==> src/rtl/pulse_pkg.sv <==
package pulse_pkg;
  localparam logic [2:0] A_SWEEP = 3'd0;
  localparam logic [2:0] A_LEN   = 3'd1;
  localparam logic [2:0] A_ENV   = 3'd2;
  localparam logic [2:0] A_FLO   = 3'd3;
  localparam logic [2:0] A_FHI   = 3'd4;

  // number of high positions out of eight for each duty code
  function automatic logic [3:0] duty_high(input logic [1:0] code);
    case (code)
      2'd0:    return 4'd1;
      2'd1:    return 4'd2;
      2'd2:    return 4'd4;
      default: return 4'd6;
    endcase
  endfunction
endpackage

==> src/rtl/pulse_wave.sv <==
module pulse_wave
  import pulse_pkg::*;
#(
  parameter int FREQ_W = 11
) (
  input  logic              clk_i,
  input  logic              rst_ni,
  input  logic              trig_i,
  input  logic              tick_i,
  input  logic [FREQ_W-1:0] trig_freq_i,
  input  logic [FREQ_W-1:0] freq_i,
  input  logic [1:0]        duty_i,
  output logic              high_o
);
  localparam int CNT_W = FREQ_W + 1;
  localparam logic [CNT_W-1:0] SPAN = {1'b1, {FREQ_W{1'b0}}};

  logic [CNT_W-1:0] cnt_q;
  logic [2:0]       pos_q;

  always_ff @(posedge clk_i or negedge rst_ni) begin
    if (!rst_ni) begin
      cnt_q <= SPAN;
      pos_q <= '0;
    end else if (trig_i) begin
      cnt_q <= SPAN - {1'b0, trig_freq_i};
      pos_q <= '0;
    end else if (tick_i) begin
      if (cnt_q <= CNT_W'(1)) begin
        cnt_q <= SPAN - {1'b0, freq_i};
        pos_q <= pos_q + 3'd1;
      end else begin
        cnt_q <= cnt_q - CNT_W'(1);
      end
    end
  end

  assign high_o = {1'b0, pos_q} < duty_high(duty_i);
endmodule

==> src/rtl/pulse_len.sv <==
module pulse_len #(
  parameter int LEN_W = 6
) (
  input  logic             clk_i,
  input  logic             rst_ni,
  input  logic             trig_i,
  input  logic             tick_i,
  input  logic             limit_i,
  input  logic [LEN_W-1:0] len_i,
  output logic             expire_o
);
  localparam int CNT_W = LEN_W + 1;
  localparam logic [CNT_W-1:0] SPAN = {1'b1, {LEN_W{1'b0}}};

  logic [CNT_W-1:0] cnt_q;
  logic             step;

  assign step     = tick_i && limit_i && (cnt_q != '0);
  assign expire_o = step && (cnt_q == CNT_W'(1));

  always_ff @(posedge clk_i or negedge rst_ni) begin
    if (!rst_ni)       cnt_q <= '0;
    else if (trig_i)   cnt_q <= SPAN - {1'b0, len_i};
    else if (step)     cnt_q <= cnt_q - CNT_W'(1);
  end
endmodule

==> src/rtl/pulse_env.sv <==
module pulse_env #(
  parameter int VOL_W = 4,
  parameter int PER_W = 3
) (
  input  logic             clk_i,
  input  logic             rst_ni,
  input  logic             trig_i,
  input  logic             tick_i,
  input  logic [VOL_W-1:0] init_i,
  input  logic             up_i,
  input  logic [PER_W-1:0] per_i,
  output logic [VOL_W-1:0] vol_o
);
  localparam logic [VOL_W-1:0] VMAX = '1;

  logic [PER_W-1:0] cnt_q;
  logic [VOL_W-1:0] vol_q;
  logic             fire;

  assign fire  = tick_i && (per_i != '0) && (cnt_q <= PER_W'(1));
  assign vol_o = vol_q;

  always_ff @(posedge clk_i or negedge rst_ni) begin
    if (!rst_ni) begin
      cnt_q <= '0;
      vol_q <= '0;
    end else if (trig_i) begin
      cnt_q <= per_i;
      vol_q <= init_i;
    end else if (tick_i && per_i != '0) begin
      if (fire) begin
        cnt_q <= per_i;
        if (up_i && vol_q != VMAX)      vol_q <= vol_q + VOL_W'(1);
        else if (!up_i && vol_q != '0)  vol_q <= vol_q - VOL_W'(1);
      end else begin
        cnt_q <= cnt_q - PER_W'(1);
      end
    end
  end
endmodule

==> src/rtl/pulse_sweep.sv <==
module pulse_sweep #(
  parameter int FREQ_W = 11,
  parameter int INT_W  = 3,
  parameter int SH_W   = 3
) (
  input  logic              clk_i,
  input  logic              rst_ni,
  input  logic              trig_i,
  input  logic              tick_i,
  input  logic [INT_W-1:0]  interval_i,
  input  logic              dec_i,
  input  logic [SH_W-1:0]   shift_i,
  input  logic [FREQ_W-1:0] freq_i,
  output logic              upd_o,
  output logic              ovf_o,
  output logic [FREQ_W-1:0] new_freq_o
);
  logic [INT_W-1:0] cnt_q;
  logic             fire, act;
  logic [FREQ_W:0]  delta, sum;

  assign fire  = tick_i && (interval_i != '0) && (cnt_q <= INT_W'(1));
  assign act   = fire && (shift_i != '0);
  assign delta = {1'b0, freq_i >> shift_i};
  assign sum   = dec_i ? ({1'b0, freq_i} - delta) : ({1'b0, freq_i} + delta);

  assign ovf_o      = act && !dec_i && sum[FREQ_W];
  assign upd_o      = act && !ovf_o;
  assign new_freq_o = sum[FREQ_W-1:0];

  always_ff @(posedge clk_i or negedge rst_ni) begin
    if (!rst_ni)                            cnt_q <= '0;
    else if (trig_i)                        cnt_q <= interval_i;
    else if (tick_i && interval_i != '0)    cnt_q <= fire ? interval_i : cnt_q - INT_W'(1);
  end
endmodule

==> src/rtl/pulse_sweep_chan.sv <==
module pulse_sweep_chan
  import pulse_pkg::*;
#(
  parameter int FREQ_W = 11,
  parameter int LEN_W  = 6,
  parameter int VOL_W  = 4
) (
  input  logic             clk_i,
  input  logic             rst_ni,
  input  logic             wr_en_i,
  input  logic [2:0]       wr_addr_i,
  input  logic [7:0]       wr_data_i,
  input  logic [2:0]       rd_addr_i,
  output logic [7:0]       rd_data_o,
  input  logic             period_tick_i,
  input  logic             len_tick_i,
  input  logic             env_tick_i,
  input  logic             sweep_tick_i,
  output logic [VOL_W-1:0] sample_o,
  output logic             active_o
);
  localparam int HI_W = FREQ_W - 8;

  logic [6:0]        sweep_q;
  logic [1:0]        duty_q;
  logic [LEN_W-1:0]  len_q;
  logic [7:0]        env_q;
  logic [FREQ_W-1:0] freq_q;
  logic              limit_q;
  logic              active_q;

  logic              trig, wr_flo, wr_fhi;
  logic [FREQ_W-1:0] trig_freq;
  logic              wave_high, len_exp, sweep_upd, sweep_ovf;
  logic [FREQ_W-1:0] sweep_freq;
  logic [VOL_W-1:0]  vol;

  assign wr_flo    = wr_en_i && wr_addr_i == A_FLO;
  assign wr_fhi    = wr_en_i && wr_addr_i == A_FHI;
  assign trig      = wr_fhi && wr_data_i[7];
  assign trig_freq = {wr_data_i[HI_W-1:0], freq_q[7:0]};

  always_ff @(posedge clk_i or negedge rst_ni) begin
    if (!rst_ni) begin
      sweep_q  <= '0;
      duty_q   <= '0;
      len_q    <= '0;
      env_q    <= '0;
      freq_q   <= '0;
      limit_q  <= 1'b0;
      active_q <= 1'b0;
    end else begin
      if (wr_en_i && wr_addr_i == A_SWEEP) sweep_q <= wr_data_i[6:0];
      if (wr_en_i && wr_addr_i == A_LEN) begin
        duty_q <= wr_data_i[7:6];
        len_q  <= wr_data_i[LEN_W-1:0];
      end
      if (wr_en_i && wr_addr_i == A_ENV) env_q <= wr_data_i;
      // host writes take precedence over a sweep update in the same cycle
      if (wr_flo || wr_fhi) begin
        if (wr_flo) freq_q[7:0] <= wr_data_i;
        if (wr_fhi) begin
          freq_q[FREQ_W-1:8] <= wr_data_i[HI_W-1:0];
          limit_q            <= wr_data_i[6];
        end
      end else if (sweep_upd) begin
        freq_q <= sweep_freq;
      end
      if (trig)                       active_q <= 1'b1;
      else if (len_exp || sweep_ovf)  active_q <= 1'b0;
    end
  end

  pulse_wave #(.FREQ_W(FREQ_W)) u_wave (
    .clk_i, .rst_ni,
    .trig_i     (trig),
    .tick_i     (period_tick_i),
    .trig_freq_i(trig_freq),
    .freq_i     (freq_q),
    .duty_i     (duty_q),
    .high_o     (wave_high)
  );

  pulse_len #(.LEN_W(LEN_W)) u_len (
    .clk_i, .rst_ni,
    .trig_i  (trig),
    .tick_i  (len_tick_i && active_q),
    .limit_i (limit_q),
    .len_i   (len_q),
    .expire_o(len_exp)
  );

  pulse_env #(.VOL_W(VOL_W), .PER_W(3)) u_env (
    .clk_i, .rst_ni,
    .trig_i(trig),
    .tick_i(env_tick_i && active_q),
    .init_i(env_q[7:8-VOL_W]),
    .up_i  (env_q[3]),
    .per_i (env_q[2:0]),
    .vol_o (vol)
  );

  pulse_sweep #(.FREQ_W(FREQ_W), .INT_W(3), .SH_W(3)) u_sweep (
    .clk_i, .rst_ni,
    .trig_i    (trig),
    .tick_i    (sweep_tick_i && active_q),
    .interval_i(sweep_q[6:4]),
    .dec_i     (sweep_q[3]),
    .shift_i   (sweep_q[2:0]),
    .freq_i    (freq_q),
    .upd_o     (sweep_upd),
    .ovf_o     (sweep_ovf),
    .new_freq_o(sweep_freq)
  );

  assign active_o = active_q;
  assign sample_o = (active_q && wave_high) ? vol : '0;

  always_comb begin
    case (rd_addr_i)
      A_SWEEP: rd_data_o = {1'b0, sweep_q};
      A_LEN:   rd_data_o = {duty_q, 6'b0};
      A_ENV:   rd_data_o = env_q;
      A_FHI:   rd_data_o = {1'b0, limit_q, 6'b0};
      default: rd_data_o = 8'h00;
    endcase
  end
endmodule

==> config.mk <==
export PLATFORM = sky130hd
export DESIGN_NAME = pulse_sweep_chan
export DESIGN_NICKNAME = d
export VERILOG_FILES = /design/src/rtl/pulse_pkg.sv /design/src/rtl/pulse_wave.sv /design/src/rtl/pulse_len.sv /design/src/rtl/pulse_env.sv /design/src/rtl/pulse_sweep.sv /design/src/rtl/pulse_sweep_chan.sv
export SDC_FILE = /design/constraint.sdc
export NUM_CORES = 1
export LEC_CHECK = 0
export BUFFER_PORTS_ARGS = -buffer_cell sky130_fd_sc_hd__buf_4
export CAP_MARGIN = 10
export CELL_PAD_IN_SITES_DETAIL_PLACEMENT = 0
export CELL_PAD_IN_SITES_GLOBAL_PLACEMENT = 2
export CORE_MARGIN = 1.5
export CORE_UTILIZATION = 39
export DETAILED_ROUTE_END_ITERATION = 10
export PLACE_DENSITY_LB_ADDON = 0.1
export SLEW_MARGIN = 40
export SYNTH_ARGS = -nofsm -noshare
export SYNTH_HDL_FRONTEND = slang
export SYNTH_SLANG_ARGS = --single-unit
==> constraint.sdc <==
create_clock -name clk_i -period 4.8 [get_ports clk_i]
set_input_delay 0.96 -clock clk_i [delete_from_list [all_inputs] [get_ports clk_i]]
set_output_delay 0.96 -clock clk_i [all_outputs]
set_load 0.01 [all_outputs]
==> impl_results.md, run 1 <==
- Area of the die: 14700 um2
- Util after Layout: 0.453
- Fmax: 220 MHz
- TritonCTS clock tree: yes
- Routed via count: 4710
- Status: finished clean
- Hpwl dp: 11.2 mm
- P_leak: 2.76 nW
- Cell row count: 43
- Clk_lat worst skew: 0.34 ns
- Largest net degree at the start of global routing: 69
- Slew margin rel.: 0.502
- Cell area power density: 685 nW/um2
- Async SR Flop Fraction: 1.00
- Met1 usage: 0.292
- Root Buffer Master: clkbuf_16
- Worst VDD drop: 0.402 mV
- IO buf count: 33
- Mapped Avg Cell Area: 8.78 um2
- Seq/Total Area, Yosys: 0.312
- Pre-antenna DRT Iters: 5
- Final net count: 712
- Initial detailed-routing violation count: 340
- Post-synthesis cell area: 5460 um2
- Setup TNS: 0 ns
- Crit end category: flop
- Drt total wl: 15.3 mm
- Share of layout cells above drive strength 1: 0.179
- R2R depth: 16
- RSZ-0062 raised after global routing: no
- DRC: 0
- Clk slew on worst S/H paths: 0.05 ns
- Final critical-path required period: 4.55 ns
- Final Setup Violations: 0
- Clock Tree Buf Depth: 2
- Critical path arrival: 4.77 ns
- Count of state elements after synthesis: 68
- Clock skew: 0.00711 ns
- Routed Antenna Nets: 0
- Cells after synthesis: 622
- Hold EP: u_len.cnt_q[0]
- Fillers: 1373
- Initial Utilization: 0.396
- Met3 global-route usage: 0.0484
- Crit Path Max Fanout: 9
- Hold/Removal Path Class: flop to flop
- Sequential Power Share: 0.265
- Sw Share: 0.447
- Syn Nets: 673
- Overflow after GRT: 0
- Overall Global Routing Usage: 0.218
- Diode count: 0
- Initial antenna violation count: 0
- Gp weighted congestion: 0.851
- Hold_sp: len_q[0]
- Hold-fix buffers at CTS: 0
- Worst r2r dst: freq_q[4]
- CP required: 5.02 ns
- CTS sink count: 68
- R2R setup slack: 0.25 ns
- Routed vias/inst: 5.57
- Die Span Y: 121 um
- Worst setup path class: flop to flop
- Die width: 121 um
- Commonest cells after routing, fill and taps aside: dfrtp_1 (66), nor2_1 (57), buf_4 (56)
- Hold Fails Final Rpt: 0
- Cell Int Power: 2.37 mW
- Wire per inst: 18.1 um
- Commonest non-fill, non-tap cell in the layout: dfrtp_1
- Boundary pin count: 34
- Slew @ Worst Pin: 0.747 ns
- Clock Power Share: 0.142
- Vias in the first global route: 4472
- Clock buffer count from CTS: 9
- Final Max Tran Viols: 0
- Launching point of the worst reg2reg path: sweep_q[0]
- Crit path launch type: flop
- Yosys warnings: 0
- Grt peak-use layer: met2
- Met2 Use GR: 0.348
- Core area: 13800 um2
- Worst hold path depth: 2
- Count of cell types in the netlist: 79
- H-tree depth: 3
- Area Overhead vs Synth: 14.3%
- MaxCap Viol Count: 0
- Post-synth EDFFs: 0
- Logic gate share of total power: 0.593
- P_sw: 1.91 mW
- Final Cycle Share: 0.949
- Ys flop type: dfrtp_1
- Global-route wire length before repair: 24.2 mm
synth_stat cells, drive strengths merged, types with 4 or more instances:
cell    instances  area share
a21o            8       0.011
a21oi          49       0.045
a31oi           6      0.0069
and2            5      0.0062
buf            10       0.018
clkbuf         19       0.014
dfrtp          67        0.31
ha             28       0.064
inv            28       0.019
mux2           28       0.061
mux2i          28       0.051
nand2          54       0.037
nand2b          5      0.0057
nand3          12       0.011
nand3b          5      0.0069
nor2           58       0.040
nor2b           9       0.010
nor3           18       0.017
nor3b           7      0.0096
nor4            7      0.0080
o21ai          54       0.050
o22ai           6      0.0069
o31ai           4      0.0055
or2             4      0.0046
or3             5      0.0057
or4             5      0.0069
xnor2          24       0.038
xor2           16       0.026
cells by family after synthesis:
family | synth area share
and+or+nand+nor | 0.185
buffers and inverters | 0.0529
muxes | 0.121
DFF | 0.312
adders and majority gates | 0.0715
xor gates and xnor gates | 0.0642
AOI/OAI and AO/OA | 0.194
power groups by stage:
stage / logic, mW / clock network (mW) / registers [mW]
after CTS: 2.50 / 0.630 / 1.13
after floorplan: 1.99 / 0 / 0.983
after detailed placement: 2.49 / 0 / 1.14
final: 2.53 / 0.609 / 1.13
after global placement: 2.47 / 0 / 1.13
after global routing: 2.84 / 0.650 / 1.17
sequential cells by signal (all words and copies together) (netlist names):
| name | flops |
|---|---|
| active_o | 1 |
| duty_q | 2 |
| env_q | 8 |
| freq_q | 11 |
| len_q | 6 |
| limit_q | 1 |
| sweep_q | 7 |
| u_env.cnt_q | 3 |
| u_env.vol_o | 4 |
| u_len.cnt_q | 7 |
| u_sweep.cnt_q | 3 |
| u_wave.cnt_q | 12 |
| u_wave.pos_q | 3 |
critical path, cell delays in order (launching register included):
cell	delay (ns)
dfrtp_2	0.47
nor2b_1	0.31
a21oi_1	0.11
mux4_2	0.51
ha_1	0.23
and2_1	0.16
a21oi_1	0.18
xnor2_1	0.15
ha_1	0.30
a2111o_1	0.44
o2111ai_1	0.24
a211o_1	0.25
and4b_4	0.29
nor3_2	0.07
a32oi_4	0.28
buf_4	0.17
mux2_4	0.29
worst max-delay path by stage:
| stage | endpoint | slack, ns | start | cells after the start |
|---|---|---|---|---|
| floorplan | freq_q[2] | 0.49 | sweep_q[0] | 20 |
| global placement | freq_q[3] | 0.21 | sweep_q[0] | 19 |
| detailed placement | freq_q[5] | 0.04 | sweep_q[0] | 19 |
| CTS | freq_q[5] | 0.008 | sweep_q[0] | 19 |
| global route | freq_q[4] | 0.005 | sweep_q[0] | 16 |
| finish | freq_q[4] | 0.25 | sweep_q[0] | 16 |
through the flow:
stage / hold WS (ns) / std cells / setup WS, ns / instance area, um2 / power [mW]
CTS: 0.519 / 840 / 0.00763 / 6180 / 4.27
global placement: 0.487 / 824 / 0.206 / 5890 / 3.60
finish: 0.509 / 846 / 0.246 / 6240 / 4.28
floorplan: 0.463 / 622 / 0.494 / 5460 / 2.97
global route: 0.532 / 846 / 0.00520 / 6240 / 4.66
detailed placement: 0.508 / 824 / 0.0447 / 5910 / 3.63
metal layers:
metal | part of all wire | wire length [um]
met3 | 0.038 | 584
met5 | 0 | 0
met1 | 0.47 | 7140
met4 | 0.019 | 288
met2 | 0.48 | 7270
area by class of cell:
| cell class | instances | area, um2 | share of cell area |
|---|---|---|---|
| timing repair buffer | 58 | 452 | 0.0723 |
| tap | 180 | 225 | 0.0361 |
| clock inverter | 4 | 25.0 | 0.00401 |
| multi-input combinational | 496 | 3490 | 0.558 |
| inverter | 28 | 105 | 0.0168 |
| sequential | 68 | 1700 | 0.273 |
| clock buffer | 12 | 246 | 0.0395 |
what timing repair did:
item | in CTS | in global routing
endpoints found under the hold margin | 0 | 0
resized for setup | 0 | 2
setup endpoints to repair | 0 | 11
buffers inserted | 0 | 6
(Power assumes the default switching activity.)
==> inputs of run 2 (changes only) <==
--- a/config.mk
+++ b/config.mk
@@ -10,7 +10,8 @@
 export CELL_PAD_IN_SITES_DETAIL_PLACEMENT = 0
 export CELL_PAD_IN_SITES_GLOBAL_PLACEMENT = 2
 export CORE_MARGIN = 1.5
-export CORE_UTILIZATION = 39
+export CORE_UTILIZATION = 40
+export CTS_BUF_LIST = sky130_fd_sc_hd__clkbuf_4 sky130_fd_sc_hd__clkbuf_8
 export DETAILED_ROUTE_END_ITERATION = 10
 export PLACE_DENSITY_LB_ADDON = 0.1
 export SLEW_MARGIN = 40
==> run 2 against run 1 <==
Setup slack lost 0.043 ns. Highest routed layer unchanged. Critical endpoint is now freq_q[9]. Cell area shrank 1.8%. Maximum frequency shrank 0.93%. Routed wire length grew 2.4%.
==> impl_results.md, run 2 (same netlist as run 1, synthesis figures left out) <==
- Hold_sp: u_sweep.cnt_q[0]
- Vias in the first global route: 4615
- R2R depth: 16
- DRC: 0
- Cell area power density: 680 nW/um2
- Clock Tree Buf Depth: 2
- Slew @ Worst Pin: 0.700 ns
- Util after Layout: 0.461
- Worst setup path class: flop to flop
- Wire per inst: 18.6 um
- MaxCap Viol Count: 0
- Final critical-path required period: 4.60 ns
- Top Registers: u_wave.cnt_q (12), freq_q (11), env_q (8)
- Hpwl dp: 11.8 mm
- P_leak: 2.71 nW
- Clk slew on worst S/H paths: 0.07 ns
- Share of layout cells above drive strength 1: 0.178
- Crit end category: flop
- Crit Path Max Fanout: 22
- Commonest non-fill, non-tap cell in the layout: dfrtp_1
- Fillers: 1346
- Root Buffer Master: clkbuf_8
- Hold-fix buffers at CTS: 0
- Gp weighted congestion: 0.889
- Core area: 13300 um2
- Area of the die: 14400 um2
- TritonCTS clock tree: yes
- Final Setup Violations: 0
- Initial antenna violation count: 0
- Status: finished clean
- CP required: 5.03 ns
- Overall Global Routing Usage: 0.225
- Clock buffer count from CTS: 9
- Initial Utilization: 0.411
- Setup TNS: 0 ns
- H-tree depth: 3
- Clk_lat worst skew: 0.36 ns
- Met3 global-route usage: 0.0361
- IO buf count: 33
- Hold/Removal Path Class: flop to flop
- Boundary pin count: 34
- Worst hold slack: 0.523 ns
- Hold Fails Final Rpt: 0
- Die width: 120 um
- Hold EP: u_sweep.cnt_q[0]
- Initial detailed-routing violation count: 320
- Launching point of the worst reg2reg path: sweep_q[0]
- R2R setup slack: 0.20 ns
- Number of cells after detailed placement: 825
- Max FFs per register: 12
- Area Overhead vs Synth: 12.3%
- Routed Antenna Nets: 0
- Final Max Tran Viols: 0
- Worst VDD drop: 0.468 mV
- Slew margin rel.: 0.530
- Crit path launch type: flop
- Final Cycle Share: 0.958
- Final net count: 712
- Diode count: 0
- Pre-antenna DRT Iters: 5
- Routed via count: 4777
- Met2 Use GR: 0.361
- Fmax: 218 MHz
- Non-Filler Instances: 839
- Largest reg by FF count: u_wave.cnt_q
- Critical path arrival: 4.83 ns
- Largest net degree at the start of global routing: 69
- Final setup margin: 0.203 ns
- Met1 usage: 0.313
- Drt total wl: 15.6 mm
- Cell row count: 42
- Clock skew: 0.0105 ns
- Global-route wire length before repair: 25.0 mm
- Worst hold path depth: 1
- Grt peak-use layer: met2
- Commonest cells after routing, fill and taps aside: dfrtp_1 (67), nor2_1 (57), buf_4 (55)
- Overflow after GRT: 0
- Place WS: 0.149 ns
- Routed vias/inst: 5.69
- CTS sink count: 68
- Die Span Y: 120 um
- Worst r2r dst: freq_q[9]
[run 2: area by class of cell]
type / count / area (um2) / area share
multi-input combinational: 496 / 3490 / 0.569
sequential: 68 / 1700 / 0.278
timing repair buffer: 58 / 464 / 0.0757
tap: 176 / 220 / 0.0359
clock buffer: 10 / 131 / 0.0214
inverter: 28 / 105 / 0.0171
clock inverter: 3 / 17.5 / 0.00286
[run 2: worst max-delay path: stages, from the launching register on]
cell and delay (ns):
dfrtp_1 0.44, buf_12 0.19, nor2b_1 0.17, a21oi_1 0.08, mux4_2 0.50, ha_1 0.23, and2_1 0.17, a21oi_1 0.19
xnor2_1 0.15, ha_1 0.32, a2111o_1 0.46, o2111ai_1 0.25, a211o_1 0.23, a211oi_4 0.08, nor3_2 0.31, a22o_1 0.33
mux2_1 0.38
[run 2: stage by stage]
stage	power (mW)	cell area, um2
6_report	4.17	6130
4_1_cts	4.15	6100
5_1_grt	4.53	6130
3_5_place_dp	3.72	5950
2_1_floorplan	2.97	5460
3_3_place_gp	3.69	5940
[run 2: where the power goes]
part	total, mW	switching [mW]	internal, mW
Combinational	2.68	1.44	1.24
Sequential	1.08	0.290	0.795
Clock	0.404	0.221	0.183
[run 2: worst max path at each step]
stage                            to  slack (ns)  startpoint  cells after the start
after global routing      freq_q[9]       -0.01  sweep_q[0]                     19
final                     freq_q[9]        0.20  sweep_q[0]                     16
after global placement    freq_q[2]        0.22  sweep_q[0]                     16
after detailed placement  freq_q[2]        0.15  sweep_q[0]                     18
after floorplan           freq_q[2]        0.49  sweep_q[0]                     20
after CTS                 freq_q[2]        0.12  sweep_q[0]                     18
[run 2: repair_timing]
item	CTS	global route
setup endpoints to repair	0	10
gates resized for setup	0	1
setup buffers	0	1
[run 2: layer usage]
metal / vias up / part of all wire
li1: 2300 / -
met1: 2353 / 0.48
met2: 100 / 0.47
met3: 24 / 0.036
met4: 0 / 0.020
met5: - / 0
==> inputs of run 3 (changes only) <==
--- a/config.mk
+++ b/config.mk
@@ -9,6 +9,7 @@
 export CAP_MARGIN = 10
 export CELL_PAD_IN_SITES_DETAIL_PLACEMENT = 0
 export CELL_PAD_IN_SITES_GLOBAL_PLACEMENT = 2
+export CORE_ASPECT_RATIO = 0.6
 export CORE_MARGIN = 1.5
 export CORE_UTILIZATION = 40
 export CTS_BUF_LIST = sky130_fd_sc_hd__clkbuf_4 sky130_fd_sc_hd__clkbuf_8
==> run 3 against run 2 <==
Clock skew up 0.0044 ns. Critical endpoint is now freq_q[0]. Die area up 0.16%. Combinational power about the same. Largest power group unchanged.
==> impl_results.md, run 3 (same netlist as run 1, synthesis figures left out) <==
- Routed Antenna Nets: 0
- Worst setup path class: flop to flop
- Initial antenna violation count: 0
- Clock skew: 0.0149 ns
- Hold Fails Final Rpt: 0
- Final Cycle Share: 0.949
- Clock buffer count from CTS: 9
- Initial Utilization: 0.417
- Wire per inst: 19.8 um
- Cell row count: 32
- IO buf count: 33
- Final critical-path required period: 4.55 ns
- Area of the die: 14400 um2
- Diode count: 0
- Global-route wire length before repair: 26.6 mm
- Place WS: 0.111 ns
- Routed vias/inst: 5.79
- Initial detailed-routing violation count: 390
- H-tree depth: 3
- Pre-antenna DRT Iters: 4
- Boundary pin count: 34
- CP required: 5.05 ns
- Clock Tree Buf Depth: 2
- Worst hold slack: 0.509 ns
- Critical path arrival: 4.80 ns
- Area Overhead vs Synth: 13.3%
- Final Max Tran Viols: 0
- Largest reg by FF count: u_wave.cnt_q
- Hold/Removal Path Class: flop to flop
- DRC: 0
- RSZ-0062 raised after global routing: no
- Slew @ Worst Pin: 0.791 ns
- Crit path launch type: flop
- Cell area power density: 707 nW/um2
- Status: finished clean
- Root Buffer Master: clkbuf_8
- MaxCap Viol Count: 0
- CP Cell Sequence: buf_12 -> nor2b_1 -> a21oi_1 -> mux4_2 -> ha_1 -> and2_1 -> a21oi_1 -> xnor2_1 -> ha_1 -> a2111o_1 -> o2111ai_2 -> a211o_1 -> and4b_4 -> nor3_2 -> a32oi_4 -> buf_12 -> mux2i_1
- Overflow after GRT: 0
- Crit Path Max Fanout: 24
- Core area: 13100 um2
- P_leak: 2.73 nW
- Non-Filler Instances: 831
- Multi-input logic area: 3490 um2
- Largest net degree at the start of global routing: 69
- CP bufs+invs: 2
- Commonest cells after routing, fill and taps aside: dfrtp_1 (67), nor2_1 (57), nand2_1 (54)
- Final setup margin: 0.247 ns
- TritonCTS clock tree: yes
- Routed via count: 4813
- Clk slew on worst S/H paths: 0.08 ns
- Setup TNS: 0 ns
- Fillers: 1265
- FF/Latch Area: 1700 um2
- Number of cells after detailed placement: 814
- Crit end category: flop
- Die Span Y: 93.5 um
- Final Setup Violations: 0
- Slowest stage delay, CP: 0.51 ns
- Clk_lat worst skew: 0.36 ns
- Worst VDD drop: 0.426 mV
- Max FFs per register: 12
- Drt total wl: 16.4 mm
- Vias in the first global route: 4640
- Commonest non-fill, non-tap cell in the layout: dfrtp_1
- Slew margin rel.: 0.468
- Cell family with most CP delay: compound AO/OA/AOI/OAI gates
- Slowest cell on crit path: mux4_2
- Final net count: 707
- Gp weighted congestion: 0.920
- Hpwl dp: 12.6 mm
- Top Registers: u_wave.cnt_q (12), freq_q (11), env_q (8)
- Overall Global Routing Usage: 0.243
- Die width: 154 um
- Util after Layout: 0.473
- CTS sink count: 68
- Fmax: 220 MHz
- Share of layout cells above drive strength 1: 0.177
run 3: cell count changes in the layout (fill, tap and decap cells not counted), sizes merged:
cell      delta
clkbuf       -1
clkinvlp     -1
bufinv       +3
inv          +2
buf          -5
run 3: final cells by class:
cell class,instances,share of cell area
inverters,28,0.0170
flip-flops and latches,68,0.275
multi-input cells,496,0.565
clock inverters,7,0.0196
well taps,170,0.0344
clock buffers,9,0.0200
repair buffers,53,0.0690
run 3: timing repair:
action	in CTS	in global routing
setup endpoints to repair	0	10
hold buffers	0	0
setup buffers	0	1
resized for setup	0	4
endpoints found under the hold margin	0	0
run 3: stage by stage:
stage               area [um2]  total power, mW
global placement          5890             3.69
global route              6190             4.77
finish                    6190             4.37
CTS                       6150             4.31
floorplan                 5460             2.97
detailed placement        5900             3.70
run 3: path summary, 6_finish.rpt:
kind / startpoint / endpoint / slack, ns / depth (start not counted)
setup / recovery: sweep_q[0] / freq_q[0] / 0.25 / 17
hold / removal: u_env.cnt_q[1] / u_env.cnt_q[1] / 0.51 / 1
setup reg to reg: sweep_q[0] / freq_q[0] / 0.25 / 17
hold reg to reg: u_env.cnt_q[1] / u_env.cnt_q[1] / 0.51 / 1
max in group asynchronous: rst_ni / env_q[6] / 3.74 / 1
min in group asynchronous: rst_ni / sweep_q[2] / 0.57 / 1
run 3: power by group:
| group | leakage, nW | total, mW | internal, mW | switching (mW) |
|---|---|---|---|---|
| sequential | 0.818 | 1.11 | 0.794 | 0.318 |
| clock | 0.124 | 0.598 | 0.349 | 0.250 |
| combinational | 1.79 | 2.66 | 1.22 | 1.45 |
| total | 2.73 | 4.37 | 2.36 | 2.01 |
run 3: per-layer routing:
layer / GRT usage / wire [um]
met1: 0.385 / 8920
met2: 0.334 / 6380
met3: 0.0542 / 1040
met4: 0.0348 / 100
met5: 0 / 0
